## src/rtl/sar_pkg.sv

```systemverilog
package sar_pkg;

    typedef enum logic [2:0] {
        ST_IDLE,
        ST_SET,
        ST_WAIT,
        ST_DECIDE,
        ST_TAIL
    } sar_state_e;

endpackage

```

## src/rtl/sar_sequencer.sv

```systemverilog
module sar_sequencer
    import sar_pkg::*;
#(
    parameter int RES_W       = 8,
    parameter int CONV_CYCLES = 50
) (
    input  logic             clk,
    input  logic             rst_n,
    input  logic             start_i,
    input  logic             cmp_i,
    output logic [RES_W-1:0] trial_o,
    output logic             busy_o,
    output logic             done_o
);

    localparam int SLOT  = (CONV_CYCLES - 1) / RES_W;
    localparam int CNT_W = $clog2(CONV_CYCLES);
    localparam int SP_W  = $clog2(SLOT + 1);
    localparam int BIT_W = $clog2(RES_W);

    sar_state_e       state_q, state_d;
    logic [CNT_W-1:0] cyc_q;
    logic [SP_W-1:0]  slot_q;
    logic [BIT_W-1:0] bit_q;
    logic [RES_W-1:0] trial_q;
    logic             last_cyc;

    assign last_cyc = (cyc_q == CNT_W'(CONV_CYCLES - 1));

    // next-state logic
    always_comb begin
        state_d = state_q;
        if (start_i) begin
            state_d = ST_SET;
        end else begin
            unique case (state_q)
                ST_IDLE:   state_d = ST_IDLE;
                ST_SET:    state_d = (SLOT > 2) ? ST_WAIT : ST_DECIDE;
                ST_WAIT:   state_d = (slot_q == SP_W'(SLOT - 2)) ? ST_DECIDE : ST_WAIT;
                ST_DECIDE: state_d = (bit_q == '0) ? ST_TAIL : ST_SET;
                ST_TAIL:   state_d = last_cyc ? ST_IDLE : ST_TAIL;
                default:   state_d = ST_IDLE;
            endcase
        end
    end

    // state register
    always_ff @(posedge clk or negedge rst_n) begin
        if (!rst_n) state_q <= ST_IDLE;
        else        state_q <= state_d;
    end

    // datapath: cycle and slot counters, trial code
    always_ff @(posedge clk or negedge rst_n) begin
        if (!rst_n) begin
            cyc_q   <= '0;
            slot_q  <= '0;
            bit_q   <= BIT_W'(RES_W - 1);
            trial_q <= '0;
        end else if (start_i) begin
            cyc_q   <= '0;
            slot_q  <= '0;
            bit_q   <= BIT_W'(RES_W - 1);
            trial_q <= '0;
        end else begin
            unique case (state_q)
                ST_IDLE: ;
                ST_SET: begin
                    trial_q[bit_q] <= 1'b1;
                    cyc_q          <= cyc_q + 1'b1;
                    slot_q         <= slot_q + 1'b1;
                end
                ST_WAIT: begin
                    cyc_q  <= cyc_q + 1'b1;
                    slot_q <= slot_q + 1'b1;
                end
                ST_DECIDE: begin
                    trial_q[bit_q] <= cmp_i;
                    cyc_q          <= cyc_q + 1'b1;
                    slot_q         <= '0;
                    if (bit_q != '0) bit_q <= bit_q - 1'b1;
                end
                ST_TAIL: cyc_q <= last_cyc ? '0 : cyc_q + 1'b1;
                default: ;
            endcase
        end
    end

    // outputs
    always_comb begin
        trial_o = trial_q;
        busy_o  = (state_q != ST_IDLE);
        done_o  = (state_q == ST_TAIL) && last_cyc && !start_i;
    end

    // the window counter never runs past the conversion length
    p_cyc_bound_r5: assert property (@(posedge clk) disable iff (!rst_n)
        busy_o |-> (32'(cyc_q) < CONV_CYCLES));

    // each trial slot begins on its own evenly spaced cycle
    p_slot_align_r7: assert property (@(posedge clk) disable iff (!rst_n)
        (state_q == ST_SET) |-> ((32'(RES_W - 1) - 32'(bit_q)) * 32'(SLOT) == 32'(cyc_q)));

    // a trial bit is raised in the cycle after SET
    p_trial_raise_r7: assert property (@(posedge clk) disable iff (!rst_n)
        (state_q == ST_SET && !start_i) |=> trial_q[bit_q]);

endmodule

```

## src/rtl/sar_ctrl_regs.sv

```systemverilog
module sar_ctrl_regs #(
    parameter int ADDR_W   = 1,
    parameter int CTRL_OFS = 0,
    parameter int CHAN_W   = 3,
    parameter int RES_W    = 8
) (
    input  logic              clk,
    input  logic              rst_n,
    input  logic [ADDR_W-1:0] bus_addr,
    input  logic              bus_wr,
    input  logic [RES_W-1:0]  bus_wdata,
    output logic [RES_W-1:0]  bus_rdata,
    input  logic              done_i,
    input  logic [RES_W-1:0]  result_i,
    input  logic              irq_ack,
    output logic              start_o,
    output logic [CHAN_W-1:0] chan_o,
    output logic              ladder_o,
    output logic              end_o,
    output logic              irq_o
);

    localparam int END_BIT = CHAN_W;
    localparam int LAD_BIT = CHAN_W + 1;
    localparam logic [ADDR_W-1:0] CTRL_A = ADDR_W'(CTRL_OFS);
    localparam logic [ADDR_W-1:0] DATA_A = ADDR_W'(CTRL_OFS + 1);

    logic [CHAN_W-1:0] chan_q;
    logic              ladder_q;
    logic              end_q;
    logic              irq_q;
    logic [RES_W-1:0]  result_q;
    logic              ctrl_wr;
    logic [RES_W-1:0]  ctrl_rd;

    assign ctrl_wr = bus_wr && (bus_addr == CTRL_A);
    assign start_o = ctrl_wr && !bus_wdata[END_BIT];

    always_ff @(posedge clk or negedge rst_n) begin
        if (!rst_n) begin
            chan_q   <= '0;
            ladder_q <= 1'b0;
        end else if (ctrl_wr) begin
            chan_q   <= bus_wdata[CHAN_W-1:0];
            ladder_q <= bus_wdata[LAD_BIT];
        end
    end

    always_ff @(posedge clk or negedge rst_n) begin
        if (!rst_n)       end_q <= 1'b1;
        else if (start_o) end_q <= 1'b0;
        else if (done_i)  end_q <= 1'b1;
    end

    always_ff @(posedge clk or negedge rst_n) begin
        if (!rst_n)       irq_q <= 1'b0;
        else if (done_i)  irq_q <= 1'b1;
        else if (irq_ack) irq_q <= 1'b0;
    end

    always_ff @(posedge clk or negedge rst_n) begin
        if (!rst_n)      result_q <= '0;
        else if (done_i) result_q <= result_i;
    end

    always_comb begin
        ctrl_rd             = '0;
        ctrl_rd[CHAN_W-1:0] = chan_q;
        ctrl_rd[END_BIT]    = end_q;
        ctrl_rd[LAD_BIT]    = ladder_q;
        if (bus_addr == CTRL_A)      bus_rdata = ctrl_rd;
        else if (bus_addr == DATA_A) bus_rdata = result_q;
        else                         bus_rdata = '0;
    end

    assign chan_o   = chan_q;
    assign ladder_o = ladder_q;
    assign end_o    = end_q;
    assign irq_o    = irq_q;

    // a start clears the completion flag
    p_start_clears_end_r3: assert property (@(posedge clk) disable iff (!rst_n)
        start_o |=> !end_q);

    // completion sets the flag and the request
    p_done_sets_end_r5: assert property (@(posedge clk) disable iff (!rst_n)
        (done_i && !start_o) |=> (end_q && irq_q));

    // the result register moves only on completion
    p_result_hold_r8: assert property (@(posedge clk) disable iff (!rst_n)
        !done_i |=> $stable(result_q));

    // the request holds until acknowledged
    p_irq_hold_r9: assert property (@(posedge clk) disable iff (!rst_n)
        (irq_q && !irq_ack) |=> irq_q);

endmodule

```

## src/rtl/sar_adc_ctrl.sv

```systemverilog
module sar_adc_ctrl #(
    parameter int ADDR_W      = 1,
    parameter int CTRL_OFS    = 0,
    parameter int CHAN_W      = 3,
    parameter int RES_W       = 8,
    parameter int CONV_CYCLES = 50
) (
    input  logic              clk,
    input  logic              rst_n,
    input  logic [ADDR_W-1:0] bus_addr,
    input  logic              bus_wr,
    input  logic [RES_W-1:0]  bus_wdata,
    output logic [RES_W-1:0]  bus_rdata,
    input  logic              cmp_in,
    input  logic              irq_ack,
    output logic [CHAN_W-1:0] chan_sel,
    output logic              ladder_en,
    output logic [RES_W-1:0]  dac_code,
    output logic              irq
);

    logic start;
    logic busy;
    logic done;
    logic end_flag;

    sar_ctrl_regs #(
        .ADDR_W  (ADDR_W),
        .CTRL_OFS(CTRL_OFS),
        .CHAN_W  (CHAN_W),
        .RES_W   (RES_W)
    ) u_regs (
        .clk      (clk),
        .rst_n    (rst_n),
        .bus_addr (bus_addr),
        .bus_wr   (bus_wr),
        .bus_wdata(bus_wdata),
        .bus_rdata(bus_rdata),
        .done_i   (done),
        .result_i (dac_code),
        .irq_ack  (irq_ack),
        .start_o  (start),
        .chan_o   (chan_sel),
        .ladder_o (ladder_en),
        .end_o    (end_flag),
        .irq_o    (irq)
    );

    sar_sequencer #(
        .RES_W      (RES_W),
        .CONV_CYCLES(CONV_CYCLES)
    ) u_seq (
        .clk    (clk),
        .rst_n  (rst_n),
        .start_i(start),
        .cmp_i  (cmp_in),
        .trial_o(dac_code),
        .busy_o (busy),
        .done_o (done)
    );

    // the flag reads 0 whenever the sequencer is busy
    p_end_low_busy_r3: assert property (@(posedge clk) disable iff (!rst_n)
        busy |-> !end_flag);

    // an idle sequencer never produces a completion
    p_no_done_idle_r4: assert property (@(posedge clk) disable iff (!rst_n)
        !busy |-> !done);

endmodule

```

## config.mk

```make
export PLATFORM = sky130hd
export DESIGN_NAME = sar_adc_ctrl
export DESIGN_NICKNAME = d
export VERILOG_FILES = /design/src/rtl/sar_pkg.sv /design/src/rtl/sar_sequencer.sv /design/src/rtl/sar_ctrl_regs.sv /design/src/rtl/sar_adc_ctrl.sv
export SDC_FILE = /design/constraint.sdc
export NUM_CORES = 1
export LEC_CHECK = 0
export ABC_AREA = 0
export BUFFER_PORTS_ARGS = -buffer_cell sky130_fd_sc_hd__buf_2
export CORE_AREA = 2 2 78 80
export CTS_CLUSTER_DIAMETER = 100
export DETAILED_ROUTE_END_ITERATION = 12
export DIE_AREA = 0 0 80 82
export GPL_TIMING_DRIVEN = 0
export SLEW_MARGIN = 25
export SYNTH_ARGS = -nofsm -noshare
export SYNTH_HDL_FRONTEND = slang
export SYNTH_HIERARCHICAL = 1
export SYNTH_SLANG_ARGS = --single-unit
```

## constraint.sdc

```tcl
create_clock -name clk -period 2.25 [get_ports clk]
set_clock_uncertainty 0.15 [all_clocks]
set_input_delay 0.45 -clock clk [delete_from_list [all_inputs] [get_ports clk]]
set_output_delay 0.45 -clock clk [all_outputs]
set_load 0.02 [all_outputs]
```

### Yosys cells after proc, flatten, opt, wreduce, memory -nomap -nowiden

Cells that the tools add are included.
Widths: inputs -> output; s select.

* add/subtract/negate cells: 3
* $lt $le $gt $ge: 2
* equality and inequality tests: 6
* mux-type cells: 23
* bitwise logic cells: 2
* reductions and logical operators: 19

Operators by type and width (number)
* $mux 3: 7
* $mux 8: 2
* $pmux 8 s2: 1
* $mux 6: 2
* $pmux 3 s4: 1
* $pmux 6 s2: 1
* $reduce_bool 3->1: 4
* $bwmux 8: 1
* $or 8x8->8: 1
* $reduce_bool 2->1: 4
* $add 6x1->6 const B: 1
* $eq 3x2->1 const B: 2
* $eq 3x3->1 const B: 2
* $eq 6x6->1 const B: 1
* $mux 1: 6
* $pmux 3 s2: 1
* $logic_and 1x1->1: 5
* $lt 3x4->1 const B: 1
* $add 3x1->3 const B: 1
* $demux 1 s3: 1
* $eq 3x1->1 const B: 1
* $ge 3x1->1 const B: 1
* $logic_not 3->1: 1
* $reduce_or 3->1: 1
* 5 further kinds: 6

* register bits after elaboration: 37
* input port bits: 14
* output and inout port bits: 21
* logic and storage cells: 65

### Longest topological paths before layout

* word-level depth: 7
* mapped depth: 7
* mapped depth without buffers: 6

### Hierarchy

Netlist, hierarchy kept.

Modules (own cells, without submodules)
* sar_sequencer: times used 1, cells an instance 149, area an instance 1327.5 um^2, seq. area each 579.3 um^2
* sar_ctrl_regs: times used 1, cells an instance 42, area an instance 621.8 um^2, seq. area each 351.6 um^2

### Worst setup path before layout

No wires, ideal clock.

* path type: input-to-reg
* start: input port bus_addr
* end: register u_regs.result_q[0]
* library setup time: 125 ps
* arrival: 1755 ps
* required time: 1975 ps
* path slack: 220 ps
* cell stages on the path: 7
* buffers on the path: 3
* cell sequence: buf_6 -> nand2b_1 -> nor2_1 -> clkbuf_1 -> nor4_1 -> buf_2 -> mux2_2

* longest elaborated chain between the ends: 5

RTL lines
* start, declared: RTL line sar_adc_ctrl.sv:10 `input logic [ADDR_W-1:0] bus_addr,`
* $not 1->1
* $logic_and 1x1->1: RTL line sar_ctrl_regs.sv:36 `assign ctrl_wr = bus_wr && (bus_addr == CTRL_A);`
* $logic_and 1x1->1: RTL line sar_ctrl_regs.sv:37 `assign start_o = ctrl_wr && !bus_wdata[END_BIT];`
* via start: RTL line sar_adc_ctrl.sv:22 `logic start;`
* $logic_not 1->1: RTL line sar_sequencer.sv:93 `done_o = (state_q == ST_TAIL) && last_cyc && !start_i;`
* $logic_and 1x1->1: RTL line sar_sequencer.sv:93
* via done: RTL line sar_adc_ctrl.sv:24 `logic done;`
* end signal, assigned: RTL line sar_ctrl_regs.sv:63 `else if (done_i) result_q <= result_i;`
* end, declared: RTL line sar_ctrl_regs.sv:32 `logic [RES_W-1:0] result_q;`

The timed path passes the listed nets, and every way through them passes these cells.
A chain may end at the register's enable or synchronous reset.

### Worst setup path after layout

* start: register u_seq.cyc_q[0]
* end: register u_regs.result_q[5]

* longest elaborated chain between the ends: 3

RTL lines
* start, declared: RTL line sar_sequencer.sv:22 `logic [CNT_W-1:0] cyc_q;`
* start signal, assigned: RTL line sar_sequencer.sv:70 `cyc_q <= cyc_q + 1'b1;`
* start signal, assigned: RTL line sar_sequencer.sv:74 `cyc_q <= cyc_q + 1'b1;`
* start signal, assigned: RTL line sar_sequencer.sv:79 `cyc_q <= cyc_q + 1'b1;`
* $eq 6x6->1: RTL line sar_sequencer.sv:28 `assign last_cyc = (cyc_q == CNT_W'(CONV_CYCLES - 1));`
* $logic_and 1x1->1 (2 in a row): RTL line sar_sequencer.sv:93
* via done: RTL line sar_adc_ctrl.sv:24

The timed path passes the listed nets, and every way through them passes these cells.

==> flow_summary_export.csv <==
group,metric,value,unit
sta,setup_ws,0.1474,ns
yosys,yosysWarnings,6,
cts,cts_buffers,5,
detailed_routing,vias_per_cell,4.898,
die,dieArea,0.006560,mm^2
power,peakVddDrop,0.3635,mV
sta,min_period,2.103,ns
yosys,avgSynthCellArea,10.24,um^2
worst_setup_path,worstPathRequired,2.28,ns
die,io_pins,35,
run_status,status,"complete, no violations",
sta,rsz0062_at_grt,"no",
cells_and_area,layout_commonest_cell,"dfrtp_1",
cells_and_area,fin_area,0.002297,mm^2
die,initial_core_util,33.86,%
worst_setup_path,critPathBufInv,1,
cells_and_area,multi_input_area,914.6,um^2
detailed_routing,ant_nets,0,
yosys,syn_area,0.001946,mm^2
die,fp.dieH,82,um
yosys,syn_inst,190,
detailed_routing,via_count,1484,
cts,tritoncts,"done",
cts,postCtsHoldBufs,0,
cells_and_area,fillers,602,
cts,cts_root_buf,"clkbuf_8",
die,core,0.005746,mm^2
sta,worst_pin_slew,0.8063,ns
cts,cts_setup_buffers,0,
grt,grt_overflow_total,0,
cts,cts_sinks,37,
power,powerDensity,1022,mW/mm^2
flow_run,drv_cap,0,
cells_and_area,drive_gt1_share,29.39,%
detailed_routing,drt_iter0_drc,42,
sta,slew_violations,0,
detailed_routing,dr.pass1.iters,5,
worst_setup_path,crit_slowest_cell,"dfrtp_1",
cells_and_area,final_cell_mix,"dfrtp_1, buf_2, mux2_2, nand2_1, nand3_1",
detailed_routing,wl_per_cell,12.80,um
place,port_buffers,30,
worst_setup_path,cp.arrival,2.13,ns
cts,clock_latency,0.29,ns
cells_and_area,area_growth,18.07,%
die,die_x,80,um
worst_setup_path,crit_path_max_fanout,10,
cts,clk_pin_slew,0.07,ns
cells_and_area,regArea,930.9,um^2
yosys,syn-num-nets,210,
detailed_routing,post-route-drc-count,0,
sta,hold_viol,0,
worst_setup_path,setup.worst_path.end_class,"flop",
cells_and_area,nNetsFinal,247,
die,rows,28,
sta,maxSlewHeadroom,46.25,%
cts,htreeDepth,2,
grt,grt_pass1_vias,1379,
place,dpl_cell_area,0.002190,mm^2
place,hpwlAfterDp,2787,um
power,power,0.002347,W
grt,grt_max_degree,38,
worst_hold_path,hp-class,"input port to asynchronous set/reset pin",
worst_setup_path,critPathLaunchType,"flop",
place,gp_congestion,0.7977,
cts,cts_resized,0,
grt,antenna_found_initial,0,
worst_setup_path,timing_worst_setup_path_type,"flop to flop",
sta,setup_tns,0,ns
worst_setup_path,critPathTopFamily,"simple AND/OR/NAND/NOR gates",
sta,setup_viol,0,
sta,post-route-period-util,93.45,%
worst_setup_path,crit_chain,"ha_1 -> nand4b_1 -> nor4_1 -> buf_2 -> mux2_2",
detailed_routing,routed_wl,3879,um
cells_and_area,diodes,0,
sta,max_freq,475.6,MHz
sta,whs,0.09255,ns
power,leakagePower,1.073,nW
worst_setup_path,max_stage_delay,0.47,ns
cts,clk_path_buf_depth,2,
grt,grt_usage,13.16,%
grt,grt_pass1_wl,6644,um
place,pre_cts_ws,-0.1434,ns
worst register-to-register path, cell delays in order, from the launching register on:
cell	delay (ns)
dfrtp_1	0.47
ha_1	0.18
nand4b_1	0.22
nor4_1	0.30
buf_2	0.30
mux2_2	0.37
sequential cells by signal, indices dropped and copies added, names as in the netlist:
signal	cells
u_regs/chan_o	3
u_regs/end_o	1
u_regs/irq_o	1
u_regs/ladder_o	1
u_regs/result_q	8
u_seq/bit_q	3
u_seq/cyc_q	6
u_seq/slot_q	3
u_seq/state_q	3
u_seq/trial_o	8
power breakdown:
group          internal (W)  switching, W
Clock              0.000329      0.000235
Sequential         0.000823      0.000116
Combinational      0.000338      0.000507
Total               0.00149      0.000858
final timing paths:
check                               startpoint  cells past startpoint                 end  slack, ns
max in group asynchronous                rst_n                      1      u_seq/cyc_q[1]       1.35
worst max register to register  u_seq/cyc_q[0]                      5  u_regs/result_q[5]       0.15
worst min-delay path                     rst_n                      1    u_regs/chan_o[0]       0.09
worst max-delay path            u_seq/cyc_q[0]                      5  u_regs/result_q[5]       0.15
min in group clk                  bus_wdata[3]                      2        u_regs/end_o       0.23
worst min register to register    u_regs/irq_o                      1        u_regs/irq_o       0.34
cell type report:
class / instances / area share (%)
flip-flops and latches: 37 / 40.52
well taps: 75 / 4.085
plain buffers: 11 / 2.887
clock inverters: 2 / 1.525
repair buffers: 30 / 6.536
multi-input cells: 133 / 39.81
inverters: 9 / 1.471
clock buffers: 6 / 3.159
through the flow:
stage	utilization, %	std cells
global placement	38.11	295
CTS	39.98	303
finish	39.98	303
floorplan	-	190
detailed placement	38.11	295
global route	39.98	303
routing by layer:
layer / vias to the layer above / routed length, um / track usage, %
li1: 749 / - / -
met4: 0 / 54 / 5.593
met3: 5 / 234 / 3.297
met2: 39 / 1702 / 21.17
met5: - / 0 / 0
met1: 691 / 1887 / 16.91
Note: power is estimated with default switching activity, not from simulation.
